==> src/rtl/wtsc_pkg.sv <==
// Shared encodings for the write-through snoop controller.
// Assumes a two-bit bus command field shared by the master and snoop sides.
package wtsc_pkg;
    typedef enum logic [1:0] {
        BUS_IDLE = 2'b00,
        BUS_RD   = 2'b01,
        BUS_WR   = 2'b10
    } bus_cmd_e;

    typedef enum logic [1:0] {
        ST_IDLE,
        ST_GNT,
        ST_XFER,
        ST_RESP
    } req_state_e;
endpackage

==> src/rtl/wtsc_line_array.sv <==
// Line state, tag and data storage for a direct-mapped write-through cache.
// Two read ports (processor lookup and snoop lookup) act as duplicate tags.
// Write priority per line: fill, then snoop invalidate; an update touches data only.
module wtsc_line_array #(
    parameter int IDX_W  = 4,
    parameter int TAG_W  = 12,
    parameter int DATA_W = 8,
    localparam int LINES = 1 << IDX_W
) (
    input  logic              clk,
    input  logic              rst_n,
    input  logic [IDX_W-1:0]  lk_idx,
    output logic [TAG_W-1:0]  lk_tag,
    output logic [DATA_W-1:0] lk_data,
    input  logic [IDX_W-1:0]  sn_idx,
    output logic [TAG_W-1:0]  sn_tag,
    input  logic              inv_en,
    input  logic              fill_en,
    input  logic [IDX_W-1:0]  wr_idx,
    input  logic [TAG_W-1:0]  fill_tag,
    input  logic [DATA_W-1:0] fill_data,
    input  logic              upd_en,
    input  logic [DATA_W-1:0] upd_data,
    output logic [LINES-1:0]  valid_vec
);
    logic [TAG_W-1:0]  tag_q  [LINES];
    logic [DATA_W-1:0] data_q [LINES];
    logic [LINES-1:0]  valid_q;

    // Valid bits: reset clears, fill sets, qualifying snoop clears.
    always_ff @(posedge clk) begin
        for (int i = 0; i < LINES; i++) begin
            if (!rst_n)
                valid_q[i] <= 1'b0;
            else if (fill_en && wr_idx == IDX_W'(i))
                valid_q[i] <= 1'b1;
            else if (inv_en && sn_idx == IDX_W'(i))
                valid_q[i] <= 1'b0;
        end
    end

    // Tag and data storage: fill writes both, a write hit replaces the data.
    always_ff @(posedge clk) begin
        for (int i = 0; i < LINES; i++) begin
            if (fill_en && wr_idx == IDX_W'(i)) begin
                tag_q[i]  <= fill_tag;
                data_q[i] <= fill_data;
            end else if (upd_en && wr_idx == IDX_W'(i)) begin
                data_q[i] <= upd_data;
            end
        end
    end

    // Read ports.
    always_comb begin
        lk_tag    = tag_q[lk_idx];
        lk_data   = data_q[lk_idx];
        sn_tag    = tag_q[sn_idx];
        valid_vec = valid_q;
    end

    // A fill always leaves its line valid in the next cycle.
    p_fill_valid_r2: assert property (@(posedge clk) disable iff (!rst_n)
        fill_en |=> valid_vec[$past(wr_idx)]);

    // A snoop invalidate not overridden by a fill clears the line.
    p_snoop_clear_r6: assert property (@(posedge clk) disable iff (!rst_n)
        (inv_en && !(fill_en && wr_idx == sn_idx)) |=> !valid_vec[$past(sn_idx)]);
endmodule

==> src/rtl/wtsc_snoop_filter.sv <==
// Decides whether an observed bus transaction invalidates a local line.
// Assumes snoops carry the issuer's identifier; this agent's own traffic is dropped.
module wtsc_snoop_filter
    import wtsc_pkg::*;
#(
    parameter int ADDR_W   = 16,
    parameter int IDX_W    = 4,
    parameter int SRC_W    = 2,
    parameter int AGENT_ID = 0,
    localparam int TAG_W   = ADDR_W - IDX_W,
    localparam int LINES   = 1 << IDX_W
) (
    input  logic              snp_valid,
    input  logic [1:0]        snp_cmd,
    input  logic [ADDR_W-1:0] snp_addr,
    input  logic [SRC_W-1:0]  snp_src,
    input  logic [LINES-1:0]  valid_vec,
    input  logic [TAG_W-1:0]  line_tag,
    output logic [IDX_W-1:0]  sn_idx,
    output logic              inv_en
);
    logic foreign;
    logic is_wr;

    // Qualify: foreign write that matches a valid line's tag.
    always_comb begin
        sn_idx  = snp_addr[IDX_W-1:0];
        foreign = (snp_src != SRC_W'(AGENT_ID));
        is_wr   = (bus_cmd_e'(snp_cmd) == BUS_WR);
        inv_en  = snp_valid && foreign && is_wr && valid_vec[sn_idx]
                  && (line_tag == snp_addr[ADDR_W-1:IDX_W]);
    end
endmodule

==> src/rtl/wtsc_req_fsm.sv <==
// Processor-side sequencer: accepts one request, serves read hits locally,
// sends misses and all writes over the bus, and produces a one-cycle response.
// Assumes bus_ack only arrives after the grant, while the transfer is pending.
module wtsc_req_fsm
    import wtsc_pkg::*;
#(
    parameter int ADDR_W = 16,
    parameter int DATA_W = 8
) (
    input  logic              clk,
    input  logic              rst_n,
    input  logic              cpu_req,
    input  logic              cpu_we,
    input  logic [ADDR_W-1:0] cpu_addr,
    input  logic [DATA_W-1:0] cpu_wdata,
    output logic              cpu_ready,
    output logic              cpu_done,
    output logic [DATA_W-1:0] cpu_rdata,
    input  logic              lk_hit,
    input  logic [DATA_W-1:0] lk_data,
    output logic              bus_req,
    output logic [1:0]        bus_cmd,
    output logic [ADDR_W-1:0] bus_addr,
    output logic [DATA_W-1:0] bus_wdata,
    input  logic              bus_gnt,
    input  logic              bus_ack,
    input  logic [DATA_W-1:0] bus_rdata,
    output logic              idle,
    output logic [ADDR_W-1:0] req_addr,
    output logic              fill_en,
    output logic              upd_en
);
    req_state_e        state_q;
    logic              we_q;
    logic [ADDR_W-1:0] addr_q;
    logic [DATA_W-1:0] wdata_q;
    logic [DATA_W-1:0] rdata_q;

    // State transitions and request capture.
    always_ff @(posedge clk) begin
        if (!rst_n) begin
            state_q <= ST_IDLE;
            we_q    <= 1'b0;
            addr_q  <= '0;
            wdata_q <= '0;
            rdata_q <= '0;
        end else begin
            unique case (state_q)
                ST_IDLE: if (cpu_req) begin
                    we_q    <= cpu_we;
                    addr_q  <= cpu_addr;
                    wdata_q <= cpu_wdata;
                    if (!cpu_we && lk_hit) begin
                        rdata_q <= lk_data;
                        state_q <= ST_RESP;
                    end else begin
                        state_q <= ST_GNT;
                    end
                end
                ST_GNT:  if (bus_gnt) state_q <= ST_XFER;
                ST_XFER: if (bus_ack) begin
                    if (!we_q) rdata_q <= bus_rdata;
                    state_q <= ST_RESP;
                end
                ST_RESP: state_q <= ST_IDLE;
                default: state_q <= ST_IDLE;
            endcase
        end
    end

    // Outputs decoded from the state and captured request.
    always_comb begin
        idle      = (state_q == ST_IDLE);
        cpu_ready = idle;
        cpu_done  = (state_q == ST_RESP);
        cpu_rdata = rdata_q;
        bus_req   = (state_q == ST_GNT);
        bus_addr  = addr_q;
        bus_wdata = wdata_q;
        req_addr  = addr_q;
        if (state_q == ST_GNT || state_q == ST_XFER)
            bus_cmd = we_q ? BUS_WR : BUS_RD;
        else
            bus_cmd = BUS_IDLE;
        fill_en   = (state_q == ST_XFER) && bus_ack && !we_q;
        upd_en    = (state_q == ST_XFER) && bus_ack && we_q && lk_hit;
    end

    p_req_held_r8: assert property (@(posedge clk) disable iff (!rst_n)
        (bus_req && !bus_gnt) |=> bus_req);

    p_busy_not_ready_r8: assert property (@(posedge clk) disable iff (!rst_n)
        (bus_req || cpu_done) |-> !cpu_ready);

    p_cmd_legal_r10: assert property (@(posedge clk) disable iff (!rst_n)
        bus_req |-> (bus_cmd == BUS_RD || bus_cmd == BUS_WR));

    p_done_pulse_r10: assert property (@(posedge clk) disable iff (!rst_n)
        cpu_done |=> !cpu_done);
endmodule

==> src/rtl/wt_snoop_ctrl.sv <==
// Top of the write-through, no-write-allocate, valid/invalid snoop controller.
// Connects the request sequencer, the snoop filter and the line array, and
// orders a same-cycle snoop ahead of the processor lookup on the same line.
module wt_snoop_ctrl
    import wtsc_pkg::*;
#(
    parameter int ADDR_W   = 16,
    parameter int IDX_W    = 4,
    parameter int DATA_W   = 8,
    parameter int SRC_W    = 2,
    parameter int AGENT_ID = 0,
    localparam int TAG_W   = ADDR_W - IDX_W,
    localparam int LINES   = 1 << IDX_W
) (
    input  logic              clk,
    input  logic              rst_n,
    input  logic              cpu_req,
    input  logic              cpu_we,
    input  logic [ADDR_W-1:0] cpu_addr,
    input  logic [DATA_W-1:0] cpu_wdata,
    output logic              cpu_ready,
    output logic              cpu_done,
    output logic [DATA_W-1:0] cpu_rdata,
    output logic              bus_req,
    output logic [1:0]        bus_cmd,
    output logic [ADDR_W-1:0] bus_addr,
    output logic [DATA_W-1:0] bus_wdata,
    input  logic              bus_gnt,
    input  logic              bus_ack,
    input  logic [DATA_W-1:0] bus_rdata,
    input  logic              snp_valid,
    input  logic [1:0]        snp_cmd,
    input  logic [ADDR_W-1:0] snp_addr,
    input  logic [SRC_W-1:0]  snp_src
);
    logic              idle;
    logic [ADDR_W-1:0] req_addr;
    logic [ADDR_W-1:0] lk_addr;
    logic [IDX_W-1:0]  lk_idx;
    logic [TAG_W-1:0]  lk_tag;
    logic [DATA_W-1:0] lk_data;
    logic              lk_hit;
    logic [IDX_W-1:0]  sn_idx;
    logic [TAG_W-1:0]  sn_tag;
    logic              inv_en;
    logic              fill_en;
    logic              upd_en;
    logic [LINES-1:0]  valid_vec;

    // Lookup address: incoming request when idle, captured request otherwise;
    // a same-cycle invalidate of that line counts as a miss (snoop first).
    always_comb begin
        lk_addr = idle ? cpu_addr : req_addr;
        lk_idx  = lk_addr[IDX_W-1:0];
        lk_hit  = valid_vec[lk_idx] && (lk_tag == lk_addr[ADDR_W-1:IDX_W])
                  && !(inv_en && sn_idx == lk_idx);
    end

    wtsc_req_fsm #(.ADDR_W(ADDR_W), .DATA_W(DATA_W)) u_fsm (
        .clk(clk), .rst_n(rst_n),
        .cpu_req(cpu_req), .cpu_we(cpu_we), .cpu_addr(cpu_addr), .cpu_wdata(cpu_wdata),
        .cpu_ready(cpu_ready), .cpu_done(cpu_done), .cpu_rdata(cpu_rdata),
        .lk_hit(lk_hit), .lk_data(lk_data),
        .bus_req(bus_req), .bus_cmd(bus_cmd), .bus_addr(bus_addr), .bus_wdata(bus_wdata),
        .bus_gnt(bus_gnt), .bus_ack(bus_ack), .bus_rdata(bus_rdata),
        .idle(idle), .req_addr(req_addr), .fill_en(fill_en), .upd_en(upd_en)
    );

    wtsc_snoop_filter #(.ADDR_W(ADDR_W), .IDX_W(IDX_W), .SRC_W(SRC_W),
                        .AGENT_ID(AGENT_ID)) u_snoop (
        .snp_valid(snp_valid), .snp_cmd(snp_cmd), .snp_addr(snp_addr), .snp_src(snp_src),
        .valid_vec(valid_vec), .line_tag(sn_tag), .sn_idx(sn_idx), .inv_en(inv_en)
    );

    wtsc_line_array #(.IDX_W(IDX_W), .TAG_W(TAG_W), .DATA_W(DATA_W)) u_lines (
        .clk(clk), .rst_n(rst_n),
        .lk_idx(lk_idx), .lk_tag(lk_tag), .lk_data(lk_data),
        .sn_idx(sn_idx), .sn_tag(sn_tag), .inv_en(inv_en),
        .fill_en(fill_en), .wr_idx(lk_idx), .fill_tag(lk_addr[ADDR_W-1:IDX_W]),
        .fill_data(bus_rdata), .upd_en(upd_en), .upd_data(bus_wdata),
        .valid_vec(valid_vec)
    );

    // Reset leaves every line invalid and no bus request.
    p_reset_clean_r1: assert property (@(posedge clk)
        !rst_n |=> (valid_vec == '0 && !bus_req && !cpu_done));

    // An accepted write always turns into a bus write.
    p_write_through_r4: assert property (@(posedge clk) disable iff (!rst_n)
        (cpu_req && cpu_ready && cpu_we) |=> (bus_req && bus_cmd == BUS_WR));

    // An accepted read hit makes no bus request.
    p_hit_local_r3: assert property (@(posedge clk) disable iff (!rst_n)
        (cpu_req && cpu_ready && !cpu_we && lk_hit) |=> (!bus_req && cpu_done));

    // Own-source snoops never reduce the number of valid lines.
    p_own_ignored_r7: assert property (@(posedge clk) disable iff (!rst_n)
        (snp_valid && snp_src == SRC_W'(AGENT_ID))
        |=> ($countones(valid_vec) >= $past($countones(valid_vec))));
endmodule

==> config.mk <==
export PLATFORM = sky130hd
export DESIGN_NAME = wt_snoop_ctrl
export DESIGN_NICKNAME = d
export VERILOG_FILES = /design/src/rtl/wtsc_pkg.sv /design/src/rtl/wtsc_line_array.sv /design/src/rtl/wtsc_snoop_filter.sv /design/src/rtl/wtsc_req_fsm.sv /design/src/rtl/wt_snoop_ctrl.sv
export SDC_FILE = /design/constraint.sdc
export NUM_CORES = 1
export LEC_CHECK = 0
export BUFFER_PORTS_ARGS = -buffer_cell sky130_fd_sc_hd__clkbuf_2
export CORE_UTILIZATION = 45
export CTS_CLUSTER_DIAMETER = 120
export DETAILED_ROUTE_END_ITERATION = 8
export GPL_TIMING_DRIVEN = 0
export MAX_ROUTING_LAYER = met4
export SYNTH_ARGS = -nofsm -noshare
export SYNTH_HDL_FRONTEND = slang
export SYNTH_HIERARCHICAL = 1
export SYNTH_SLANG_ARGS = --single-unit
==> constraint.sdc <==
create_clock -name clk -period 5.25 [get_ports clk]
set_input_delay 0.7875 -clock clk [delete_from_list [all_inputs] [get_ports clk]]
set_output_delay 0.7875 -clock clk [all_outputs]
set_load 0.005 [all_outputs]
==> results of run 1 <==
[critical path, cell delays in order]
cell and delay (ns):
clkbuf_2 0.18, buf_4 0.15, clkbuf_1 0.28, buf_2 0.43, mux4_2 0.38, a22oi_1 0.33
nand2_1 0.18, xor2_1 0.18, nor4_1 0.31, nand4_1 0.30, a211oi_4 0.43, a311oi_4 0.19
nand2_1 0.14, nor2_4 0.07, and4bb_2 0.27, buf_4 0.16, nand2_2 0.25, mux2_2 0.38
[cell type report]
type	instances	area, um^2	area share (%)
buffer	102	797	3.64
clock buffer	59	1160	5.31
clock inverter	14	73.8	0.337
inverter	10	43.8	0.200
multi-input combinational	685	7570	34.6
sequential	371	10600	48.6
tap	525	657	3.00
timing repair buffer	134	955	4.36
[timing repair]
item	4_1_cts	5_1_grt
buffers inserted	28	6
endpoints found under the setup margin	265	256
endpoints found under the hold margin	0	0
gates cloned	2	0
gates resized for setup	160	15
pin swaps	26	5
hold buffers	0	0
[power breakdown]
part / leakage [uW] / total (uW) / switching, uW / internal (uW)
Clock: 0.000609 / 2680 / 1140 / 1540
Combinational: 0.00360 / 3190 / 1810 / 1390
Sequential: 0.00331 / 3560 / 79.7 / 3480
Total: 0.00752 / 9430 / 3030 / 6400
[cells by family (layout without fill, tap and decap cells)]
group	count (synthesis)	count (layout)	share of synthesized area (%)
AOI/OAI and AO/OA	148	148	5.82
xor gates and xnor gates	28	28	1.33
adders and majority gates	6	6	0.407
buffers and inverters	115	319	3.05
DFF	371	371	57.6
muxes	291	291	26.1
and+or+nand+nor	212	212	5.64
[registers in the layout, summed over array words and instances, names as in the netlist]
| name | count |
|---|---|
| u_lines/valid_vec | 16 |
| u_fsm/we_q | 1 |
| u_fsm/state_q | 2 |
| u_fsm/bus_wdata | 8 |
| u_fsm/cpu_rdata | 8 |
| u_lines/tag_q | 192 |
| u_lines/data_q | 128 |
| u_fsm/bus_addr | 16 |
[stage by stage]
step,hold WS (ns),setup WS [ns],util [%]
after detailed placement,0.459,-2.14,49.0
after global placement,0.449,-2.16,48.8
after global routing,0.469,0.00835,54.6
after CTS,0.450,0.0121,54.4
final,0.462,0.119,54.6
after floorplan,0.455,0.0979,-
[cells in the final DEF (no fill, tap or decap), types with 4 or more instances in the layout]
master / netlist / layout
a21oi_1: 26 / 25
a22oi_1: 64 / 50
a22oi_2: 0 / 14
and2_1: 4 / 4
and3_1: 4 / 4
buf_12: 0 / 14
buf_2: 25 / 10
buf_4: 24 / 49
buf_6: 1 / 5
buf_8: 0 / 8
clkbuf_1: 54 / 41
clkbuf_16: 0 / 42
clkbuf_2: 0 / 103
clkbuf_8: 0 / 17
clkinv_1: 1 / 6
clkinv_2: 0 / 6
dfxtp_1: 51 / 49
edfxtp_1: 320 / 320
ha_1: 6 / 5
inv_2: 1 / 4
mux2_1: 10 / 10
mux2_2: 123 / 119
mux2_4: 9 / 13
mux2i_1: 14 / 14
mux4_2: 131 / 131
nand2_1: 107 / 100
nand2_2: 0 / 7
nand2b_1: 8 / 8
nand3b_1: 4 / 4
nor2_1: 41 / 15
nor2_2: 1 / 14
nor2_4: 0 / 13
nor2b_1: 10 / 9
nor4_1: 6 / 5
o211ai_1: 10 / 10
o21a_1: 33 / 32
or2b_1: 7 / 7
or3b_2: 4 / 4
xnor2_1: 4 / 4
xor2_1: 24 / 24
[worst max-delay path by stage]
stage	from	end	depth (start not counted)
floorplan	u_fsm/state_q[0]	u_lines/data_q[14][0]	21
global placement	u_fsm/state_q[0]	u_lines/data_q[1][2]	21
detailed placement	u_fsm/state_q[0]	u_lines/data_q[1][2]	21
CTS	u_fsm/state_q[1]	u_lines/data_q[6][0]	21
global route	u_fsm/state_q[1]	u_lines/data_q[6][0]	21
finish	snp_addr[1]	u_lines/data_q[1][1]	18
[routing by layer]
metal | vias to the layer above | share of wire [%]
li1 | 5003 | -
met1 | 5910 | 40
met2 | 366 | 52
met3 | 103 | 5.4
met4 | 0 | 3.4
met5 | - | 0
==> metrics.md, run 1 <==
| Metric | Value |
|---|---|
| Seq/Total Area, Yosys | `57.6%` |
| CTS max path bufs | `3` |
| Die height | `205 um` |
| Hold Crit Start | `u_fsm/cpu_rdata[5]` |
| Clock tree root driver cell | `clkbuf_16` |
| Residual DRC | `0` |
| Power Total | `between 9000 and 10000 uW` |
| Die area | `~42000 um^2` |
| Hold path cells | `2` |
| Total number of vias | `11.4k` |
| Final cell count without fillers | `roughly 1.9k` |
| Largest net degree at the start of global routing | `18` |
| R2r worst-path depth | `21` |
| Primary FF master, synth | `edfxtp_1` |
| Leakage | `roughly 0.0075 uW` |
| CP endpoint kind | `flop` |
| CTS tree | `done` |
| Total track usage | `26.3%` |
| Crit Path Class | `in -> reg` |
| First-pass GRT wire length | `around 77000 um` |
| Library cells used by synthesis | `between 50 and 60` |
| Critical Path RT | `approximately 5.6 ns` |
| RSZ-0062 raised after global routing | `false` |
| Mapped Nets | `between 1k and 1.5k` |
| Largest cells by area after synthesis | `edfxtp_1, mux4_2, mux2_2` |
| Max IR drop VDD | `approximately 0.24 mV` |
| Final setup viols | `0` |
| Routed Antenna Nets | `0` |
| Antenna violations before repair | `0` |
| Max Cap Viol | `0` |
| DP Cell Count | `between 1.5k and 2k` |
| R2r endpoint | `u_lines/data_q[6][4]` |
| Total congestion overflow | `0` |
| Number of synthesized register bits | `~370` |
| Fin Clk Skew | `around 0.018 ns` |
| Row cnt | `73` |
| Die X | `about 200 um` |
| Synth async-reset ratio | `0%` |
| Post-synth EDFFs | `320` |
| Syn Area/Cell | `~16 um^2` |
| Clock Latency Late Sink | `between 0.5 and 0.6 ns` |
| Status | `finished, final reports clean` |
| HPWL after detailed placement | `35400 um` |
| Final-layout fill cell count | `roughly 3.3k` |
| Drt wl/cell | `roughly 27 um` |
| Initial Util | `46.0%` |
| WL final | `between 50000 and 60000 um` |
| Worst setup SP type | `input port` |
| CTS clock-pin slew for the worst setup and hold paths | `around 0.06 ns` |
| Detailed-router iteration count before antenna repair | `5` |
| Setup tns final | `0 ns` |
| Period utilization | `between 90% and 100%` |
| ANT cells | `0` |
| Reg2reg start | `u_fsm/state_q[1]` |
| HP Class | `reg -> reg` |
| Slew @ Worst Pin | `~1.4 ns` |
| Fin. Hold Viols | `0` |
| Most instantiated library cell after synthesis | `edfxtp_1` |
| Syn Inst Count | `1171` |
| Slew HR | `9.31%` |
| Grt met3 use | `around 4.1%` |
| Max Slew Vio Count | `0` |
| DRT iter0 DRCs | `approximately 800` |
| Synthesized cell area | `around 18000 um^2` |
| GR Util met1 | `between 30% and 40%` |
| H-tree depth | `2` |
| Placed cell area | `~20000 um^2` |
| Total clock sinks | `roughly 370` |
| Vias in the first global route | `11.8k` |
| Grt peak-use layer | `met2` |
| Via/cell ratio | `5.99` |
| Ys Warns | `6` |
| Crit-path max FO | `10` |
| Achievable Freq | `a little under 200 MHz` |
| Synth top area share | `a little over half` |
| I/O Buffers | `94` |
| Number of buffers created by CTS | `40` |
| Ratio of total power to cell area | `approximately 430 nW/um^2` |
| Hold endpoint | `u_fsm/cpu_rdata[5]` |
| Area leader, netlist | `edfxtp_1` |
| Final GP Congestion | `~0.9` |
| Ranking of synthesized cells by instance count | `edfxtp_1, mux4_2, mux2_2` |
| Layout cells sized above 1 | `43.9%` |
| Min cycle time layout | `5.13 ns` |
| Layout area overhead | `18.7%` |
| I/O pin count | `96` |
| Core Area | `40100 um^2` |
| Worst EP arrival | `between 5 and 6 ns` |
| Fin nets | `roughly 1.4k` |
| R2R setup slack | `between 0.15 and 0.2 ns` |
| Design area | `between 20000 and 25000 um^2` |
| GR met2 Demand/Resource | `between 40 and 50%` |
(Power assumes the default switching activity.)
==> run 2: changes to the inputs <==
--- a/config.mk
+++ b/config.mk
@@ -10,8 +10,6 @@
 export CTS_CLUSTER_DIAMETER = 120
 export DETAILED_ROUTE_END_ITERATION = 8
 export GPL_TIMING_DRIVEN = 0
-export MAX_ROUTING_LAYER = met4
 export SYNTH_ARGS = -nofsm -noshare
 export SYNTH_HDL_FRONTEND = slang
-export SYNTH_HIERARCHICAL = 1
 export SYNTH_SLANG_ARGS = --single-unit
==> run 2 against run 1 <==
  * Combinational power shrank 6%
  * Fmax grew 0.88%
  * Die area grew 1.3%
  * Critical path type is now reg -> reg
  * Critical endpoint is now u_lines.data_q[13][7]
  * Largest power group unchanged
==> metrics.md, run 2 <==
| Metric | Value |
|---|---|
| Worst setup SP type | `flop` |
| R2r endpoint | `u_lines.data_q[13][7]` |
| H-tree depth | `2 (unchanged)` |
| Antenna violations before repair | `2 (+2)` |
| R2r worst-path depth | `15 (-29%)` |
| Mapped Nets | `1324 (+7.1%)` |
| Via/cell ratio | `6.23 (+4.0%)` |
| Synthesized cell area | `18700 um^2 (+1.3%)` |
| I/O Buffers | `92 (-2.1%)` |
| Slew HR | `24.0% (+15 points)` |
| Layout cells sized above 1 | `33.0% (-11 points)` |
| HP Class | `in -> reg` |
| Syn Inst Count | `1261 (+7.7%)` |
| RSZ-0062 raised after global routing | `false` |
| Library cells used by synthesis | `57 (+5.6%)` |
| Die area | `42400 um^2 (+1.3%)` |
| Critical Path Max Stage Delay | `0.56 ns (+0.13 ns)` |
| CTS tree | `done` |
| Largest cells by area after synthesis | `edfxtp_1, mux4_2, mux2_2` |
| Syn Area/Cell | `14.8 um^2 (-5.9%)` |
| Most frequent cells in the layout | `edfxtp_1, mux2_2, nand2_1` |
| Core Area | `40900 um^2 (+2.1%)` |
| Number of buffers created by CTS | `43 (+7.5%)` |
| Residual DRC | `0 (unchanged)` |
| Reg2reg start | `u_fsm.state_q[0]` |
| Max Cap Viol | `0 (unchanged)` |
| Sequential Power Share | `37.9% (+0.2 points)` |
| CTS clock-pin slew for the worst setup and hold paths | `0.06 ns (about the same)` |
| Net switching power | `3200 uW (+5.5%)` |
| Ratio of total power to cell area | `447 nW/um^2 (+3.7%)` |
| Biggest register | `u_lines.tag_q` |
| Ys Warns | `0 (-6)` |
| Most instantiated library cell after synthesis | `edfxtp_1` |
| Hold Crit Start | `cpu_wdata[6]` |
| Synth async-reset ratio | `0% (unchanged)` |
| CP max stage cell | `nand2_1` |
| Hold bufs inserted after CTS | `0 (unchanged)` |
| CTS max path bufs | `3 (unchanged)` |
| Worst Setup EP | `u_lines.data_q[13][7]` |
| CP endpoint kind | `flop` |
| CP Cell Sequence | `inv_1 > ha_1 > buf_4 > mux2_2 > buf_2 > clkbuf_2 > mux4_2 > nor2_1 > nor4_1 > xnor2_1 > nand4_1 > a2111oi_4 > buf_4 > nand3_2 > nand2_1` |
| Setup tns final | `0 ns (unchanged)` |
| First-pass GRT wire length | `83600 um (+9.1%)` |
| Seq/Total Area, Yosys | `56.9% (-0.76 points)` |
| Initial Util | `45.7% (-0.33 points)` |
| Fin Clk Skew | `0.0337 ns (+0.0160 ns)` |
| Min cycle time layout | `5.09 ns (-0.0447 ns)` |
| Clock power share | `30.4% (+2.0 points)` |
| Period utilization | `96.9% (-0.85 points)` |
| Cell Int Power | `6290 uW (-1.8%)` |
| Design area | `21200 um^2 (-3.0%)` |
| Routed Antenna Nets | `0 (unchanged)` |
| Slew @ Worst Pin | `1.14 ns (-0.215 ns)` |
| Total number of vias | `12.2k (+7.5%)` |
| Clock tree root driver cell | `clkbuf_16` |
| Max Slew Vio Count | `0 (unchanged)` |
| Placed cell area | `19900 um^2 (+1.1%)` |
| Status | `finished, final reports clean` |
| Detailed-router iteration count before antenna repair | `5 (unchanged)` |
| WL final | `58100 um (+12%)` |
| Logic pwr share | `31.7% (-2.1 points)` |
| Max FFs per register | `192 (unchanged)` |
| Worst EP arrival | `5.30 ns (-0.13 ns)` |
| Die height | `206 um (+0.66%)` |
| DRT iter0 DRCs | `1216 (+50%)` |
| Post-synth EDFFs | `320 (unchanged)` |
| Sw Ratio | `33.7% (+1.6 points)` |
| Total clock sinks | `371 (unchanged)` |
| R2R setup slack | `0.16 ns (-0.03 ns)` |
| Max IR drop VDD | `0.233 mV (-4.7%)` |
| HPWL after detailed placement | `39300 um (+11%)` |
| Worst Setup SP | `u_fsm.state_q[0]` |
| Area leader, netlist | `edfxtp_1` |
| Layout area overhead | `13.5%` |
| Leakage | `0.00743 uW (-1.2%)` |
| Ranking of synthesized cells by instance count | `edfxtp_1, mux2_2, nand2_1` |
| Die X | `206 um (+0.66%)` |
| I/O pin count | `96 (unchanged)` |
| Fin nets | `1461 (+3.7%)` |
| Total congestion overflow | `0 (unchanged)` |
| Drt wl/cell | `29.6 um (+8.5%)` |
| Total track usage | `28.1% (+1.8 points)` |
| Crit-path max FO | `10 (unchanged)` |
| Row cnt | `74 (+1.4%)` |
| Achievable Freq | `197 MHz (+0.88%)` |
| Synth top area share | `51.4% (-0.68 points)` |
| Most common cell after layout, fill and taps aside | `edfxtp_1` |
| Biggest regs | `u_lines.tag_q x192, u_lines.data_q x128` |
| Final GP Congestion | `0.891 (+0.89%)` |
| Primary FF master, synth | `edfxtp_1` |
| Number of synthesized register bits | `371 (unchanged)` |
| Fin. Hold Viols | `0 (unchanged)` |
| Crit Path Class | `reg -> reg` |
| Crit path top cell by count | `buf_4` |
| Final setup viols | `0 (unchanged)` |
| Clock Latency Late Sink | `0.58 ns (+0.03 ns)` |
| Vias in the first global route | `12.2k (+3.9%)` |
| Critical Path RT | `5.46 ns (-0.09 ns)` |
| Largest net degree at the start of global routing | `20 (+2)` |
run 2: per-layer routing:
| layer | up-vias | GRT usage (%) | wire length, um |
|---|---|---|---|
| met5 | - | 0 | 11 |
| met4 | 2 | 9.80 | 2040 |
| met3 | 111 | 4.88 | 3880 |
| met2 | 551 | 47.1 | 28700 |
| met1 | 6343 | 36.9 | 23400 |
| li1 | 5230 | - | - |
run 2: per-stage QoR:
stage | setup slack [ns] | hold WS [ns] | cells | total power, uW | util (%)
finish | 0.164 | 0.438 | 1965 | 9480 | 51.9
detailed placement | -0.479 | 0.456 | 1886 | 6660 | 48.5
global route | 0.0329 | 0.446 | 1964 | 9800 | 51.9
CTS | 0.0691 | 0.417 | 1964 | 9510 | 51.9
floorplan | 1.18 | 0.454 | 1261 | 5560 | -
global placement | -0.401 | 0.451 | 1885 | 6620 | 48.4
run 2: cells by family after synthesis:
family | after synthesis | share of synthesized area (%)
AND/OR/NAND/NOR | 282 | 7.41
adder cells (fa/ha/maj) | 4 | 0.268
multiplexers | 315 | 25.7
XOR/XNOR | 29 | 1.36
buffers and inverters | 114 | 2.91
AO/OA/AOI/OAI | 146 | 5.47
flip-flops | 371 | 56.9
run 2: layout make-up:
| cell class | count | area [um^2] |
|---|---|---|
| clock buffer | 66 | 1250 |
| clock inverter | 13 | 88.8 |
| multi-input combinational | 776 | 7530 |
| fill | 3477 | 19700 |
| sequential | 371 | 10600 |
| buffer | 86 | 462 |
| timing repair buffer | 94 | 495 |
| tap | 532 | 666 |
| inverter | 26 | 97.6 |
| antenna | 1 | 2.50 |
run 2: how the worst min path moves through the flow:
stage,end,slack [ns],depth (start not counted)
floorplan,u_fsm.cpu_rdata[0],0.45,2
global placement,u_fsm.cpu_rdata[4],0.45,2
detailed placement,u_fsm.cpu_rdata[1],0.46,2
CTS,u_fsm.bus_wdata[6],0.42,3
global route,u_fsm.bus_wdata[5],0.45,3
finish,u_fsm.bus_wdata[6],0.44,3
run 2: worst max-delay path: cells and delay by family, from the launching register on:
family	cells	cell delay, ns
mux	2	0.53
buf+inv	5	1.32
fa+ha+maj	1	0.22
flops	1	0.38
xor+xnor	1	0.23
simple gates	5	1.64
compound gates	1	0.39
run 2: repair_timing:
item                       4_1_cts  5_1_grt
buffers inserted                 1        0
pin swaps                        1        0
setup endpoints to repair      276       24
gates cloned                     0        0
resized for setup               11        3
run 2: power groups by stage:
stage          Combinational, uW  Clock [uW]  Sequential [uW]
6_report                    3010        2880             3600
5_1_grt                     3170        3020             3610
3_3_place_gp                2960           0             3650
4_1_cts                     3010        2910             3600
2_1_floorplan               1940           0             3620
3_5_place_dp                3000           0             3660
